### config.mk
export PLATFORM = sky130hd
export DESIGN_NAME = sleep_wake_ctrl
export DESIGN_NICKNAME = d
export VERILOG_FILES = /design/src/rtl/slpw_pkg.sv /design/src/rtl/slpw_cfg_reg.sv /design/src/rtl/slpw_event_unit.sv /design/src/rtl/slpw_sleep_fsm.sv /design/src/rtl/sleep_wake_ctrl.sv
export SDC_FILE = /design/constraint.sdc
export NUM_CORES = 1
export LEC_CHECK = 0
export ABC_AREA = 1
export BUFFER_PORTS_ARGS = -buffer_cell sky130_fd_sc_hd__buf_2
export CAP_MARGIN = 10
export CORE_AREA = 3 3 60 62
export CTS_CLUSTER_DIAMETER = 100
export DETAILED_ROUTE_END_ITERATION = 10
export DIE_AREA = 0 0 63 65
export GPL_TIMING_DRIVEN = 0
export HOLD_SLACK_MARGIN = 0.08
export PLACE_DENSITY_LB_ADDON = 0.25
export SKIP_CTS_REPAIR_TIMING = 1
export SLEW_MARGIN = 20
export SYNTH_ARGS = -nofsm -noshare
export SYNTH_HDL_FRONTEND = slang
export SYNTH_SLANG_ARGS = --single-unit
### constraint.sdc
create_clock -name clk -period 1.3 [get_ports clk]
set_input_delay 0.13 -clock clk [delete_from_list [all_inputs] [get_ports clk]]
set_output_delay 0.13 -clock clk [all_outputs]
set_load 0.02 [all_outputs]
### src/rtl/slpw_pkg.sv
// Package: shared types and field positions for the sleep/wake controller.
// Assumes: the control word is at most 32 bits wide.
package slpw_pkg;

    // Field positions inside the control word
    localparam int PENDEV_BIT = 4;
    localparam int DEEP_BIT   = 2;
    localparam int EXIT_BIT   = 1;

    // Decoded configuration seen by the rest of the block
    typedef struct packed {
        logic pend_event;
        logic deep;
        logic on_exit;
    } slp_cfg_t;

    // Sleep state: awake, or the kind of sleep entered
    typedef enum logic [1:0] {
        SLP_AWAKE = 2'd0,
        SLP_WFI   = 2'd1,
        SLP_WFE   = 2'd2,
        SLP_EXIT  = 2'd3
    } slp_state_e;

endpackage

### src/rtl/slpw_cfg_reg.sv
// Module: control word register with a single-cycle bus.
// Keeps only the three writable fields; reserved bits are masked to zero.
// Assumes: bus_wr is a one-cycle strobe; the read path is combinational.
module slpw_cfg_reg
    import slpw_pkg::*;
#(
    parameter int          ADDR_W  = 12,
    parameter int          DATA_W  = 32,
    parameter logic [11:0] CFG_OFS = 12'hD10
) (
    input  logic              clk,
    input  logic              rst_n,
    input  logic [ADDR_W-1:0] bus_addr,
    input  logic              bus_wr,
    input  logic [DATA_W-1:0] bus_wdata,
    output logic [DATA_W-1:0] bus_rdata,
    output slp_cfg_t          cfg
);
    localparam logic [DATA_W-1:0] RW_MASK =
        (DATA_W'(1) << PENDEV_BIT) | (DATA_W'(1) << DEEP_BIT) | (DATA_W'(1) << EXIT_BIT);
    localparam logic [ADDR_W-1:0] OFS = ADDR_W'(CFG_OFS);

    logic              hit;
    logic [DATA_W-1:0] word_q;

    assign hit = (bus_addr == OFS);

    // Store writable bits on a write to the control address
    always_ff @(posedge clk) begin
        if (!rst_n)
            word_q <= '0;
        else if (bus_wr && hit)
            word_q <= bus_wdata & RW_MASK;
    end

    // Return the word only for the control address
    always_comb begin
        bus_rdata = hit ? word_q : '0;
    end

    // Break the word into named fields
    always_comb begin
        cfg.pend_event = word_q[PENDEV_BIT];
        cfg.deep       = word_q[DEEP_BIT];
        cfg.on_exit    = word_q[EXIT_BIT];
    end
endmodule

### src/rtl/slpw_event_unit.sv
// Module: event source merge, pending-edge detection and the event latch.
// An event is SEV, the external input, or a pending bit rising (enabled
// only, or any when pend_event is set). The latch remembers events not
// used to end a wait-for-event sleep; a wait-for-event taken while awake
// always leaves it clear.
// Assumes: irq_pend and irq_en are synchronous to clk.
module slpw_event_unit #(
    parameter int N_IRQ = 8
) (
    input  logic             clk,
    input  logic             rst_n,
    input  logic             pend_event,
    input  logic             sev,
    input  logic             ext,
    input  logic [N_IRQ-1:0] irq_pend,
    input  logic [N_IRQ-1:0] irq_en,
    input  logic             wfe_take,
    input  logic             in_wfe,
    output logic             event_now,
    output logic             latch_q,
    output logic             irq_ready
);
    logic [N_IRQ-1:0] pend_q;
    logic [N_IRQ-1:0] rise;
    logic [N_IRQ-1:0] rise_sel;
    logic             latch_d;

    // Remember last pending vector for edge detection
    always_ff @(posedge clk) begin
        if (!rst_n)
            pend_q <= '0;
        else
            pend_q <= irq_pend;
    end

    // Pick which rising pending bits count as events
    genvar g;
    generate
        for (g = 0; g < N_IRQ; g++) begin : g_rise
            assign rise[g]     = irq_pend[g] & ~pend_q[g];
            assign rise_sel[g] = rise[g] & (pend_event | irq_en[g]);
        end
    endgenerate

    // Merge event sources and the level wake condition
    always_comb begin
        event_now = sev | ext | (|rise_sel);
        irq_ready = |(irq_pend & irq_en);
    end

    // Latch next state: WFE clears it, otherwise events outside WFE set it
    always_comb begin
        if (wfe_take)
            latch_d = 1'b0;
        else if (event_now && !in_wfe)
            latch_d = 1'b1;
        else
            latch_d = latch_q;
    end

    // Event latch register
    always_ff @(posedge clk) begin
        if (!rst_n)
            latch_q <= 1'b0;
        else
            latch_q <= latch_d;
    end
endmodule

### src/rtl/slpw_sleep_fsm.sv
// Module: sleep state machine. Enters sleep on WFI, on WFE without a
// pending event, or on exception return with sleep-on-exit; leaves it
// when the wake condition for the current sleep kind holds.
// Assumes: instruction strobes are single-cycle; WFI has priority.
module slpw_sleep_fsm
    import slpw_pkg::*;
(
    input  logic       clk,
    input  logic       rst_n,
    input  logic       wfi_go,
    input  logic       wfe_go,
    input  logic       exc_ret,
    input  logic       on_exit,
    input  logic       event_now,
    input  logic       latch_q,
    input  logic       irq_ready,
    output slp_state_e state,
    output logic       wake
);
    slp_state_e state_d;
    logic       wfe_hit;

    // A WFE finds an event either stored or arriving this cycle
    assign wfe_hit = latch_q | event_now;

    // Wake condition for the current sleep kind
    always_comb begin
        case (state)
            SLP_WFI, SLP_EXIT: wake = irq_ready;
            SLP_WFE:           wake = event_now | irq_ready;
            default:           wake = 1'b0;
        endcase
    end

    // Next state selection
    always_comb begin
        state_d = state;
        case (state)
            SLP_AWAKE: begin
                if (wfi_go)
                    state_d = SLP_WFI;
                else if (wfe_go && !wfe_hit)
                    state_d = SLP_WFE;
                else if (exc_ret && on_exit)
                    state_d = SLP_EXIT;
            end
            default: begin
                if (wake)
                    state_d = SLP_AWAKE;
            end
        endcase
    end

    // State register
    always_ff @(posedge clk) begin
        if (!rst_n)
            state <= SLP_AWAKE;
        else
            state <= state_d;
    end
endmodule

### src/rtl/sleep_wake_ctrl.sv
// Module: top of the sleep and wake-event controller.
// Joins the control register, the event unit and the sleep state machine.
// Assumes: instruction strobes arrive only from an awake core; strobes
// seen while sleeping are ignored.
module sleep_wake_ctrl
    import slpw_pkg::*;
#(
    parameter int          ADDR_W  = 12,
    parameter int          DATA_W  = 32,
    parameter int          N_IRQ   = 8,
    parameter logic [11:0] CFG_OFS = 12'hD10
) (
    input  logic              clk,
    input  logic              rst_n,
    input  logic [ADDR_W-1:0] bus_addr,
    input  logic              bus_wr,
    input  logic [DATA_W-1:0] bus_wdata,
    output logic [DATA_W-1:0] bus_rdata,
    input  logic              wfi_exec,
    input  logic              wfe_exec,
    input  logic              sev_exec,
    input  logic              ext_event,
    input  logic              exc_ret_thread,
    input  logic [N_IRQ-1:0]  irq_pend,
    input  logic [N_IRQ-1:0]  irq_en,
    output logic              sleeping,
    output logic              deep_sleep,
    output logic              wake_pulse
);
    slp_cfg_t   cfg;
    slp_state_e state;
    logic       awake;
    logic       wfi_go;
    logic       wfe_go;
    logic       in_wfe;
    logic       event_now;
    logic       latch_q;
    logic       irq_ready;
    logic       wake;

    // Gate instruction strobes with the awake state
    always_comb begin
        awake  = (state == SLP_AWAKE);
        in_wfe = (state == SLP_WFE);
        wfi_go = wfi_exec & awake;
        wfe_go = wfe_exec & awake & ~wfi_exec;
    end

    slpw_cfg_reg #(
        .ADDR_W  (ADDR_W),
        .DATA_W  (DATA_W),
        .CFG_OFS (CFG_OFS)
    ) u_reg (
        .clk       (clk),
        .rst_n     (rst_n),
        .bus_addr  (bus_addr),
        .bus_wr    (bus_wr),
        .bus_wdata (bus_wdata),
        .bus_rdata (bus_rdata),
        .cfg       (cfg)
    );

    slpw_event_unit #(
        .N_IRQ (N_IRQ)
    ) u_evt (
        .clk        (clk),
        .rst_n      (rst_n),
        .pend_event (cfg.pend_event),
        .sev        (sev_exec),
        .ext        (ext_event),
        .irq_pend   (irq_pend),
        .irq_en     (irq_en),
        .wfe_take   (wfe_go),
        .in_wfe     (in_wfe),
        .event_now  (event_now),
        .latch_q    (latch_q),
        .irq_ready  (irq_ready)
    );

    slpw_sleep_fsm u_fsm (
        .clk       (clk),
        .rst_n     (rst_n),
        .wfi_go    (wfi_go),
        .wfe_go    (wfe_go),
        .exc_ret   (exc_ret_thread),
        .on_exit   (cfg.on_exit),
        .event_now (event_now),
        .latch_q   (latch_q),
        .irq_ready (irq_ready),
        .state     (state),
        .wake      (wake)
    );

    // Drive the status outputs
    always_comb begin
        sleeping   = ~awake;
        deep_sleep = ~awake & cfg.deep;
        wake_pulse = wake;
    end
endmodule

-- After elaboration in Yosys (flattened, before gate mapping)
Index checks and enable logic that the tools add are counted.
- flip-flop bits (word level): 14
- bits of input ports: 68
- output and inout port bits: 35
- logic and storage cells: 73
- equality and inequality tests: 5
- mux-type cells: 7
- bitwise gates (word level): 44
- reductions and logical operators: 13
- operators by type and width (operator ; number):
    1-bit AND ; 20
    8-bit OR reduction ; 2
    12-bit equality test, second input constant ; 1
    1-bit bitwise OR ; 12
    1-bit NOT ; 11
    2-bit 2-to-1 mux ; 5
    8-bit AND ; 1
    5-bit 2-to-1 mux ; 1
    2-bit equality test, second input constant ; 2
    1-bit logical AND ; 4
    4-bit by 1-bit inequality test with 1-bit output, second input constant ; 1
    2-bit OR reduction ; 2
    2-bit by 1-bit equality test with 1-bit output, second input constant ; 1
    1-bit zero test ; 2
    2-bit zero test ; 1
    1-bit case mux with 2 select lines ; 1
    2-bit AND reduction ; 1
    2-bit nonzero test ; 1

-- Depth between registers and ports, before layout
Gate-level depths: netlist (run 1).
- word-level depth: 11
- gate-level depth with buffers: 11
- depth with buffers taken out: 11

-- Modules after synthesis
A second synthesis (run 1) with hierarchy kept.
- cell total of the unflattened synthesis: 188
- area, all modules: 1154.9 µm²
- by module, submodules not included (module ; instances ; cells each ; area an instance (µm²) ; sequential area each (µm²)):
    slpw_cfg_reg ; 1 ; 77 ; 489.2 ; 60.1
    slpw_event_unit ; 1 ; 78 ; 481.7 ; 180.2
    slpw_sleep_fsm ; 1 ; 22 ; 140.1 ; 40.0
    sleep_wake_ctrl ; 1 ; 11 ; 43.8 ; 0.0

-- Least setup slack after synthesis (run 1)
No wires, ideal clock.
- path kind: reg2reg
- start point: register u_fsm.state[0]
- end point: register u_fsm.state[1]
- setup time: 70 ps
- data arrival time: 1207 ps
- required time: 1230 ps
- setup slack: 23 ps
- stages on the path, launching flop included: 9
- path buffers: 0
- clock period less this slack: 1277 ps
- cells stage by stage: dfxtp_1 > nor2_2 > inv_2 > or2_4 > a21oi_2 > nand2_1 > nand2_1 > nand2_1 > a21oi_1
- cells in the longest elaborated chain, start to end: 7
- elaborated cells between the ends (all ways): 16
- those cells by class: 4 x eq/ne; 4 x mux; 3 x bitwise; 5 x reduce/logical
- RTL lines (what ; RTL line ; text):
    start: declaration ; slpw_sleep_fsm.sv:17 ; output slp_state_e state,
    start signal: assignment ; slpw_sleep_fsm.sv:59 ; state <= state_d;
    2-bit zero test ; slpw_sleep_fsm.sv:38, sleep_wake_ctrl.sv:43 ;
    1-bit AND (2 in series) ; sleep_wake_ctrl.sv:46 ; wfe_go = wfe_exec & awake & ~wfi_exec;
    1-bit logical AND ; slpw_sleep_fsm.sv:42 ; else if (wfe_go && !wfe_hit)
    2-bit 2-to-1 mux ; slpw_sleep_fsm.sv:42 ;
    2-bit 2-to-1 mux ; slpw_sleep_fsm.sv:40 ; if (wfi_go)
    2-bit 2-to-1 mux ; slpw_sleep_fsm.sv:38 ; case (state)
Several ways; a longest one is shown, not always the timed one.
A chain may end at the register's enable or synchronous reset.

-- Final worst setup path (run 1)
- start point: register u_reg.word_q[4]
- end point: output port wake_pulse
- cells in the longest elaborated chain, start to end: 6
- elaborated cells between the ends (all ways): 20
- those cells by class: 1 x mux; 18 x bitwise; 1 x reduce/logical
- RTL lines (what ; RTL line ; text):
    start: declaration ; slpw_cfg_reg.sv:24 ; logic [DATA_W-1:0] word_q;
    start signal: assignment ; slpw_cfg_reg.sv:33 ; word_q <= bus_wdata & RW_MASK;
    1-bit bitwise OR ; slpw_event_unit.sv:41 ; assign rise_sel[g] = rise[g] & (pend_event | irq_en[g]);
    1-bit AND ; slpw_event_unit.sv:41 ;
    8-bit OR reduction (*) ; slpw_event_unit.sv:47 ; event_now = sev | ext | (|rise_sel);
    1-bit bitwise OR (*) ; slpw_event_unit.sv:47 ;
    1-bit bitwise OR (*) ; slpw_sleep_fsm.sv:30 ; SLP_WFE: wake = event_now | irq_ready;
    1-bit case mux with 2 select lines (*) ; slpw_sleep_fsm.sv:28 ; case (state)
    end: declaration ; sleep_wake_ctrl.sv:28 ; output logic wake_pulse
Mark *: on every way between the ends. The rest lies on a longest branch, timed or not.

==> results of run 1 <==
state kept, by name, summed over array words and instances (netlist names):
signal         flops
u_fsm.state        2
u_evt.latch_q      1
u_reg.word_q       3
u_evt.pend_q       8
logic make-up (layout without fill, tap and decap cells):
group           count (synthesis)  after routing  synth area share (%)
flops                          14             14                 27.93
other cells                     1             29                0.3737
buf+inv                        63            122                 34.41
simple gates                   71             71                 28.93
compound gates                 13             13                 8.354
metal layers:
metal,global-route usage [%],routed length [um]
met1,14.14,1057
met2,18.05,1127
met3,3.813,241
met4,5.785,19
met5,0,0
final timing paths:
check / endpoint / startpoint / depth (start not counted)
max: wake_pulse / u_reg.word_q[4] / 9
min: u_reg.word_q[1] / bus_wdata[1] / 3
max reg2reg: u_fsm.state[1] / u_reg.word_q[4] / 11
min reg2reg: u_reg.word_q[1] / u_reg.word_q[1] / 2
worst min-delay path: cells and delay by family:
family / cells / cell delay [ns]
buffers and inverters: 1 / 0.09
AOI/OAI and AO/OA: 1 / 0.05
and+or+nand+nor: 1 / 0.09
cell usage in the layout, fill, tap and decap left out, drive strengths merged:
master        n
nor2         24
o221ai        1
a21oi         4
clkinv        2
dlygate4sd3   8
nand3         2
o21ai         2
clkbuf        5
o22ai         2
a211oi        3
a31oi         1
buf          76
or2           1
nand4         3
nor3          2
nand3b        1
dfxtp        14
nand2        38
conb         29
inv          31
where the power goes:
group	switching [mW]	internal, mW	leakage [nW]
registers	0.0172	0.454	0.116
logic	0.244	0.202	0.826
clock network	0.153	0.170	0.0210
total	0.414	0.826	0.963
per-stage QoR:
step           util, %  total power [mW]  worst slack [ns]
2_1_floorplan        -            0.7608           0.02269
3_3_place_gp     44.80            0.8582          -0.06174
3_5_place_dp     44.80            0.8598          -0.05870
4_1_cts          45.98             1.187           -0.3528
5_1_grt          51.63             1.333           -0.3337
6_report         51.63             1.241           -0.2327
area by class of cell:
type	count	area, um^2
Buffer	30	221.5
Fill cell	327	1489
Tap cell	44	55.05
Multi-Input combinational cell	113	535.5
Timing Repair Buffer	55	330.3
Inverter	33	128.9
Sequential cell	14	281.5
Clock buffer	4	36.28
==> summary.md, run 1 <==
| Metric | Value |
|---|---|
| Final nets | `318` |
| Status | `finished with violations` |
| Slowest cell on the critical path | `dfxtp_2` |
| Most used flip-flop cell after synthesis | `dfxtp_1` |
| Top cell type's share of synthesized area | `27.93%` |
| Post-synth EDFFs | `0` |
| Total core area | `3078 um^2` |
| Sequential share of the synthesized area | `27.93%` |
| DR DRC count | `0` |
| Pins Over Slew Limit | `0` |
| Share of layout cells above drive strength 1 | `42.57%` |
| GRT Resource Usage Total | `11.56%` |
| Antenna diodes | `0` |
| Top cells by count, synth | `nand2_1 (38), buf_4 (29), inv_1 (24), nor2_1 (23), dfxtp_1 (14)` |
| Clock sinks | `14` |
| Ports | `103` |
| Post-route minimum period | `1.533 ns` |
| Fin Hold WS | `0.1213 ns` |
| Input/output buffers | `43` |
| Placed wire-length estimate | `1885 um` |
| Largest net degree at the start of global routing | `10` |
| Placed insts | `277` |
| Pwr Density | `780.7 nW/um^2` |
| Chip Width | `63 um` |
| Area growth syn-to-layout | `58.35%` |
| Hold Path Class | `in2reg` |
| Post-synth ARST share | `0%` |
| Leading area contributor after synthesis | `dfxtp_1` |
| Initial antenna violation count | `0` |
| CP required | `1.17 ns` |
| Die area | `4095 um^2` |
| Worst setup path category | `reg2out` |
| Vias per inst | `3.782` |
| First-pass detailed-route iteration total | `4` |
| Reg-to-reg setup timing slack | `-0.09 ns` |
| Failing checks | `negative setup slack` |
| Sum Neg Setup Slack | `-0.4120 ns` |
| Antenna viol nets, final | `0` |
| Vias in the first global route | `943` |
| Register bit total from synthesis | `14` |
| CTS tree | `built` |
| RSZ-0062 raised after global routing | `yes` |
| Fin area | `1589 um^2` |
| Fmax | `652.5 MHz` |
| Wirelength, routed | `2446 um` |
| Cells after Synth | `162` |
| Synth area leaders | `dfxtp_1 (28%), buf_4 (22%), nand2_1 (14%), inv_1 (9.0%), nor2_1 (8.6%)` |
| CP max FO | `8` |
| Mapped Area | `1003 um^2` |
| Vias | `1108` |
| Clock-pin transition on the worst setup and hold timing paths | `0.09 ns` |
| Largest delay share family, worst path | `simple AND/OR/NAND/NOR gates` |
| Initial Utilization | `32.60%` |
| Most used cell, CP | `nand2_2` |
| Hold Vio Cnt, Final | `0` |
| CP Cell Sequence | `clkinv_4 -> nand2_2 -> nand2_1 -> nand3_2 -> nor2_4 -> nand2_2 -> nand2_2 -> a21oi_2 -> buf_4` |
| Distinct cells, synth | `22` |
| Startpoint Class | `flip-flop` |
| Worst EP arrival | `1.40 ns` |
| Clock buffer depth | `2` |
| # H-tree levels | `1` |
| Syn Area/Cell | `6.194 um^2` |
| Top-count cell post-synth | `nand2_1` |
| Finished Layout Cells | `293` |
| GR Overflow Total | `0` |
| Slack of the critical path | `-0.2327 ns` |
| CP endpoint kind | `output port` |
| Max-Cap Viols | `0` |
| Final period util | `117.9%` |
| Leak | `0.9634 nW` |
| CTS buffer count | `3` |
| CP Buf/Inv Count | `2` |
| DRT iter0 DRCs | `32` |
| Global-route wire length before repair | `3795 um` |
| Synth warn | `0` |
| Setup violators final | `3` |
| Worst-Skew Late Latency | `0.28 ns` |
| DR WL/cell | `8.348 um` |
| Gpl congestion | `0.8269` |
| Slowest stage delay, CP | `0.35 ns` |
| Clock root buffer | `clkbuf_4` |
| DIE HEIGHT | `65 um` |
| # rows | `20` |
| Worst vdd ir | `0.2642 mV` |
| Worst Skew | `0.001188 ns` |
| Cell Area, Placed | `1379 um^2` |
(Power assumes the default switching activity.)
==> run 2: changes to the inputs <==
- CORE_AREA: 3 3 60 62 -> 3 3 50 75
- DIE_AREA: 0 0 63 65 -> 0 0 53 78
==> summary.md, run 2 (synthesis results as in run 1) <==
| Metric | Value |
|---|---|
| Slowest stage delay, CP | `0.36 ns (about the same)` |
| Cell Area, Placed | `1374 um^2 (-0.36%)` |
| Worst EP arrival | `1.36 ns (-0.04 ns)` |
| Area growth syn-to-layout | `51.50%` |
| Vias in the first global route | `902 (-4.3%)` |
| Met1 Usage GRT | `10.56% (-3.6 points)` |
| Worst-Skew Late Latency | `0.24 ns (-0.04 ns)` |
| Global Route met3 Usage | `4.223% (+0.41 points)` |
| Pwr Density | `887.5 nW/um^2 (+14%)` |
| Worst setup path category | `reg2out` |
| GR Overflow Total | `0 (unchanged)` |
| Total core area | `3159 um^2 (+2.6%)` |
| Hold Startpoint | `irq_pend[6]` |
| Ports | `103 (unchanged)` |
| Setup violators final | `3 (unchanged)` |
| DR DRC count | `0 (unchanged)` |
| Grt peak-use layer | `met2` |
| Top reg by flops | `u_evt.pend_q` |
| Fin area | `1520 um^2 (-4.3%)` |
| Chip Width | `53 um (-16%)` |
| Final period util | `114.4% (-3.5 points)` |
| Slowest cell on the critical path | `dfxtp_4` |
| Largest net degree at the start of global routing | `10 (unchanged)` |
| DIE HEIGHT | `78 um (+20%)` |
| Most common cell after layout, fill and taps aside | `buf_2` |
| # H-tree levels | `1 (unchanged)` |
| Clock buffer depth | `2 (unchanged)` |
| Pins Over Slew Limit | `0 (unchanged)` |
| Clock root buffer | `clkbuf_8` |
| R2R cell count | `11 (unchanged)` |
| DRT iter0 DRCs | `18 (-44%)` |
| Startpoint Class | `flip-flop` |
| Share of layout cells above drive strength 1 | `41.91% (-0.66 points)` |
| Fin Hold WS | `0.07697 ns (-0.04429 ns)` |
| Biggest regs | `u_evt.pend_q x8, u_reg.word_q x3, u_fsm.state x2` |
| Die area | `4134 um^2 (+0.95%)` |
| CTS buffer count | `3 (unchanged)` |
| DR WL/cell | `8.452 um (+1.2%)` |
| Antenna diodes | `0 (unchanged)` |
| CTS tree | `built` |
| Vias | `1075 (-3.0%)` |
| Status | `finished with violations` |
| Antenna viol nets, final | `0 (unchanged)` |
| CP Cell Sequence | `inv_8 -> nand2_1 -> nand2_1 -> nand3_2 -> nor2_4 -> nand2_2 -> nand2_2 -> a21oi_2 -> buf_6` |
| GRT Resource Usage Total | `10.97% (-0.58 points)` |
| Initial Utilization | `31.76% (-0.84 points)` |
| # rows | `25 (+25%)` |
| Failing checks | `negative setup slack` |
| Hold-critical path depth | `3 (unchanged)` |
| Reg-to-reg setup timing slack | `-0.02 ns (+0.07 ns)` |
| Worst Skew | `0.002780 ns (+0.001593 ns)` |
| Crit Reg-Reg Endpoint | `u_fsm.state[1]` |
| Clock sinks | `14 (unchanged)` |
| Gpl congestion | `0.7726 (-6.6%)` |
| Post-route minimum period | `1.487 ns (-0.04518 ns)` |
| Initial antenna violation count | `0 (unchanged)` |
| Max-Cap Viols | `0 (unchanged)` |
| RSZ-0062 raised after global routing | `yes` |
| Wirelength, routed | `2375 um (-2.9%)` |
| Fmax | `672.3 MHz (+3.0%)` |
| Worst vdd ir | `0.5571 mV (+110%)` |
| Hold Path End | `u_evt.pend_q[6]` |
| Filler Cells Inserted | `349 (+6.7%)` |
| Hold Vio Cnt, Final | `0 (unchanged)` |
| DP Worst Slack | `-0.08291 ns (-0.02421 ns)` |
| CP max FO | `7 (-1)` |
| Leak | `0.9433 nW (-2.1%)` |
| Most frequent cells in the layout | `buf_2 (42), nand2_1 (35), buf_4 (33)` |
| Sum Neg Setup Slack | `-0.2257 ns (+0.1863 ns)` |
| Clock-pin transition on the worst setup and hold timing paths | `0.06 ns (-0.03 ns)` |
| CP endpoint kind | `output port` |
| Multi-input logic area | `525.5 um^2 (-1.9%)` |
| Placed wire-length estimate | `1968 um (+4.4%)` |
| Hold Path Class | `in2reg` |
| Max FFs per register | `8 (unchanged)` |
| First-pass detailed-route iteration total | `4 (unchanged)` |
| Register area | `285.3 um^2 (+1.3%)` |
| Reg2reg start | `u_reg.word_q[4]` |
| Final nets | `310 (-2.5%)` |
| CP required | `1.17 ns (about the same)` |
| Input/output buffers | `43 (unchanged)` |
| Global-route wire length before repair | `3401 um (-10%)` |
| Slack of the critical path | `-0.1875 ns (+0.04519 ns)` |
| GRT met2 Usage | `19.03% (+0.98 points)` |
| Vias per inst | `3.826 (+1.2%)` |
[run 2: cell types whose count changed in the layout (fill, tap and decap cells not counted), sizes merged]
cell | previous run | this run
clkinv | 2 | 1
dlygate4sd3 | 8 | 0
inv | 31 | 32
[run 2: worst max-delay path by stage]
stage / startpoint / endpoint
2_1_floorplan: u_fsm.state[0] / u_fsm.state[1]
3_3_place_gp: u_reg.word_q[4] / u_fsm.state[1]
3_5_place_dp: u_reg.word_q[4] / u_fsm.state[1]
4_1_cts: u_reg.word_q[4] / wake_pulse
5_1_grt: u_reg.word_q[4] / wake_pulse
6_report: u_reg.word_q[4] / wake_pulse
[run 2: area by class of cell]
cell class,instances,area share [%]
Multi-Input combinational cell,113,34.57
Sequential cell,14,18.77
Timing Repair Buffer,47,16.54
Buffer,30,14.57
Inverter,33,8.642
Clock buffer,4,3.621
Tap cell,40,3.292
[run 2: where the power goes]
| part | leakage, nW | switching, mW | internal [mW] |
|---|---|---|---|
| Combinational | 0.798 | 0.246 | 0.209 |
| Clock | 0.0288 | 0.157 | 0.268 |
| Sequential | 0.117 | 0.0155 | 0.454 |
| Total | 0.943 | 0.418 | 0.931 |
[run 2: through the flow]
stage	utilization, %	std cells	power [mW]
3_5_place_dp	43.49	273	0.8634
5_1_grt	48.12	281	1.439
3_3_place_gp	43.49	273	0.8605
2_1_floorplan	-	190	0.7608
6_report	48.12	281	1.349
4_1_cts	45.23	277	1.299
[run 2: per-layer routing]
metal	up-vias	routed length, um
met5	-	0
met4	0	38
met3	4	332
met2	56	1203
met1	429	800
li1	586	-
[run 2: worst max-delay path, delay by kind of cell, from the launching register on]
kind / cells / cell delay (ns)
AO/OA/AOI/OAI: 1 / 0.06
buffers and inverters: 2 / 0.20
flip-flops: 1 / 0.36
AND/OR/NAND/NOR: 6 / 0.48
==> run 3: changes to the inputs <==
- CORE_AREA: 3 3 50 75 -> 3 3 52 90
- DIE_AREA: 0 0 53 78 -> 0 0 55 93
==> summary.md, run 3 (synthesis results as in run 1) <==
| Metric | Value |
|---|---|
| Status | `finished with violations` |
| Failing checks | `negative setup slack` |
| Reg2reg start | `u_reg.word_q[4]` |
| Most frequent cells in the layout | `buf_2 (42), buf_4 (33), nand2_1 (31)` |
| Vias per inst | `3.806 (-0.51%)` |
| CP endpoint kind | `output port` |
| Most common cell after layout, fill and taps aside | `buf_2` |
| Slack of the critical path | `-0.2141 ns (-0.02661 ns)` |
| CP Cell Sequence | `inv_8 -> nand2_2 -> nand2_2 -> nand3_2 -> nor2_4 -> nand2_2 -> nand2_2 -> a21oi_2 -> buf_4` |
| Clock root buffer | `clkbuf_8` |
| Most used cell, CP | `nand2_2` |
| CTS tree | `built` |
| Biggest regs | `u_evt.pend_q x8, u_reg.word_q x3, u_fsm.state x2` |
| Hold-critical path depth | `3 (unchanged)` |
| Leak | `0.9337 nW (-1.0%)` |
| DP Worst Slack | `-0.1102 ns (-0.02725 ns)` |
| DR WL/cell | `8.436 um (-0.19%)` |
| Fmax | `660.5 MHz (-1.8%)` |
| Chip Width | `55 um (+3.8%)` |
| Worst EP arrival | `1.38 ns (+0.02 ns)` |
| # H-tree levels | `1 (unchanged)` |
| Initial Utilization | `24.41% (-7.4 points)` |
| Clock buffer depth | `2 (unchanged)` |
| Vias in the first global route | `889 (-1.4%)` |
| Clock-pin transition on the worst setup and hold timing paths | `0.06 ns (about the same)` |
| Max-Cap Viols | `0 (unchanged)` |
| Global-route wire length before repair | `3546 um (+4.3%)` |
| Share of layout cells above drive strength 1 | `42.92% (+1.0 points)` |
| Worst vdd ir | `0.3535 mV (-37%)` |
| Pins Over Slew Limit | `0 (unchanged)` |
| Input/output buffers | `43 (unchanged)` |
| Initial antenna violation count | `0 (unchanged)` |
| Die area | `5115 um^2 (+24%)` |
| Wirelength, routed | `2438 um (+2.7%)` |
| # rows | `31 (+24%)` |
| R2R cell count | `12 (+1)` |
| Worst Skew | `0.002580 ns (-0.0002000 ns)` |
| Gpl congestion | `0.7178 (-7.1%)` |
| Max FFs per register | `8 (unchanged)` |
| Post-route minimum period | `1.514 ns (+0.02661 ns)` |
| GRT Resource Usage Total | `9.556% (-1.4 points)` |
| Reg-to-reg setup timing slack | `-0.11 ns (-0.09 ns)` |
| Slowest stage delay, CP | `0.36 ns (about the same)` |
| Final core occ | `37.07% (-11 points)` |
| Antenna viol nets, final | `0 (unchanged)` |
| Hold Startpoint | `irq_pend[7]` |
| Placed wire-length estimate | `2056 um (+4.5%)` |
| Crit Reg-Reg Endpoint | `u_fsm.state[0]` |
| Area growth syn-to-layout | `51.87%` |
| Setup violators final | `3 (unchanged)` |
| Largest net degree at the start of global routing | `10 (unchanged)` |
| GR Overflow Total | `0 (unchanged)` |
| Hold Path Class | `in2reg` |
| Hold Vio Cnt, Final | `0 (unchanged)` |
| Startpoint Class | `flip-flop` |
| Worst-Skew Late Latency | `0.25 ns (about the same)` |
| First-pass detailed-route iteration total | `4 (unchanged)` |
| Top reg by flops | `u_evt.pend_q` |
| Ports | `103 (unchanged)` |
| Final period util | `116.5% (+2.0 points)` |
| Total core area | `4111 um^2 (+30%)` |
| Antenna diodes | `0 (unchanged)` |
| RSZ-0062 raised after global routing | `yes` |
| CP max FO | `7 (unchanged)` |
| DIE HEIGHT | `93 um (+19%)` |
| Fin Hold WS | `0.08623 ns (+0.009266 ns)` |
| Clock sinks | `14 (unchanged)` |
| CP required | `1.17 ns (about the same)` |
| DR DRC count | `0 (unchanged)` |
| Vias | `1100 (+2.3%)` |
| CTS buffer count | `3 (unchanged)` |
| DRT iter0 DRCs | `18 (unchanged)` |
| Worst setup path category | `reg2out` |
| Hold Path End | `u_evt.pend_q[7]` |
| Slowest cell on the critical path | `dfxtp_4` |
| Final nets | `310 (unchanged)` |
| Pwr Density | `826.7 nW/um^2 (-6.9%)` |
==> run 3: changes by cell type in the layout (fill, tap and decap cells not counted), sizes merged <==
cell | previous run | this run
buf | 76 | 75
clkbuf | 5 | 4
dlygate4sd3 | 0 | 1
==> run 3: how the worst max path moves through the flow <==
stage	slack (ns)	cells after the start	end	from
final	-0.21	9	wake_pulse	u_reg.word_q[4]
after global routing	-0.29	9	wake_pulse	u_reg.word_q[4]
after CTS	-0.36	9	wake_pulse	u_reg.word_q[4]
after detailed placement	-0.11	11	u_fsm.state[1]	u_reg.word_q[4]
after global placement	-0.08	11	u_fsm.state[1]	u_reg.word_q[4]
after floorplan	0.02	8	u_fsm.state[1]	u_fsm.state[0]
==> run 3: power by group <==
group          total [mW]  switching (mW)  internal [mW]
clock network       0.355           0.150          0.205
logic               0.436           0.245          0.191
registers           0.469          0.0159          0.453
total                1.26           0.410          0.849
==> run 3: routing by layer <==
| layer | global-route usage, % | up-vias | share of wire (%) |
|---|---|---|---|
| li1 | - | 588 | - |
| met1 | 9.674 | 447 | 34 |
| met2 | 16.80 | 60 | 50 |
| met3 | 1.595 | 5 | 13 |
| met4 | 6.085 | 0 | 3.0 |
| met5 | 0 | - | 0 |
==> run 3: cell type report <==
type / count / area, um^2
multi-input combinational: 113 / 534.3
inverter: 33 / 131.4
clock buffer: 3 / 41.29
buffer: 30 / 221.5
sequential: 14 / 284.0
timing repair buffer: 47 / 250.2
tap: 49 / 61.31
fill: 476 / 2587
==> run 3: through the flow <==
stage	cell area, um^2	instances	total power [mW]	TNS (ns)
after global placement	1385	282	0.8644	-0.2155
after floorplan	1109	190	0.7608	0
final	1524	289	1.260	-0.4341
after global routing	1524	289	1.343	-0.8152
after detailed placement	1385	282	0.8674	-0.2989
after CTS	1426	285	1.232	-0.6161
==> run 3: critical path: cells and delay by family, from the launching register on <==
| family | cells | cell delay (ns) |
|---|---|---|
| AO/OA/AOI/OAI | 1 | 0.06 |
| buffers and inverters | 2 | 0.24 |
| flip-flops | 1 | 0.36 |
| AND/OR/NAND/NOR | 6 | 0.47 |
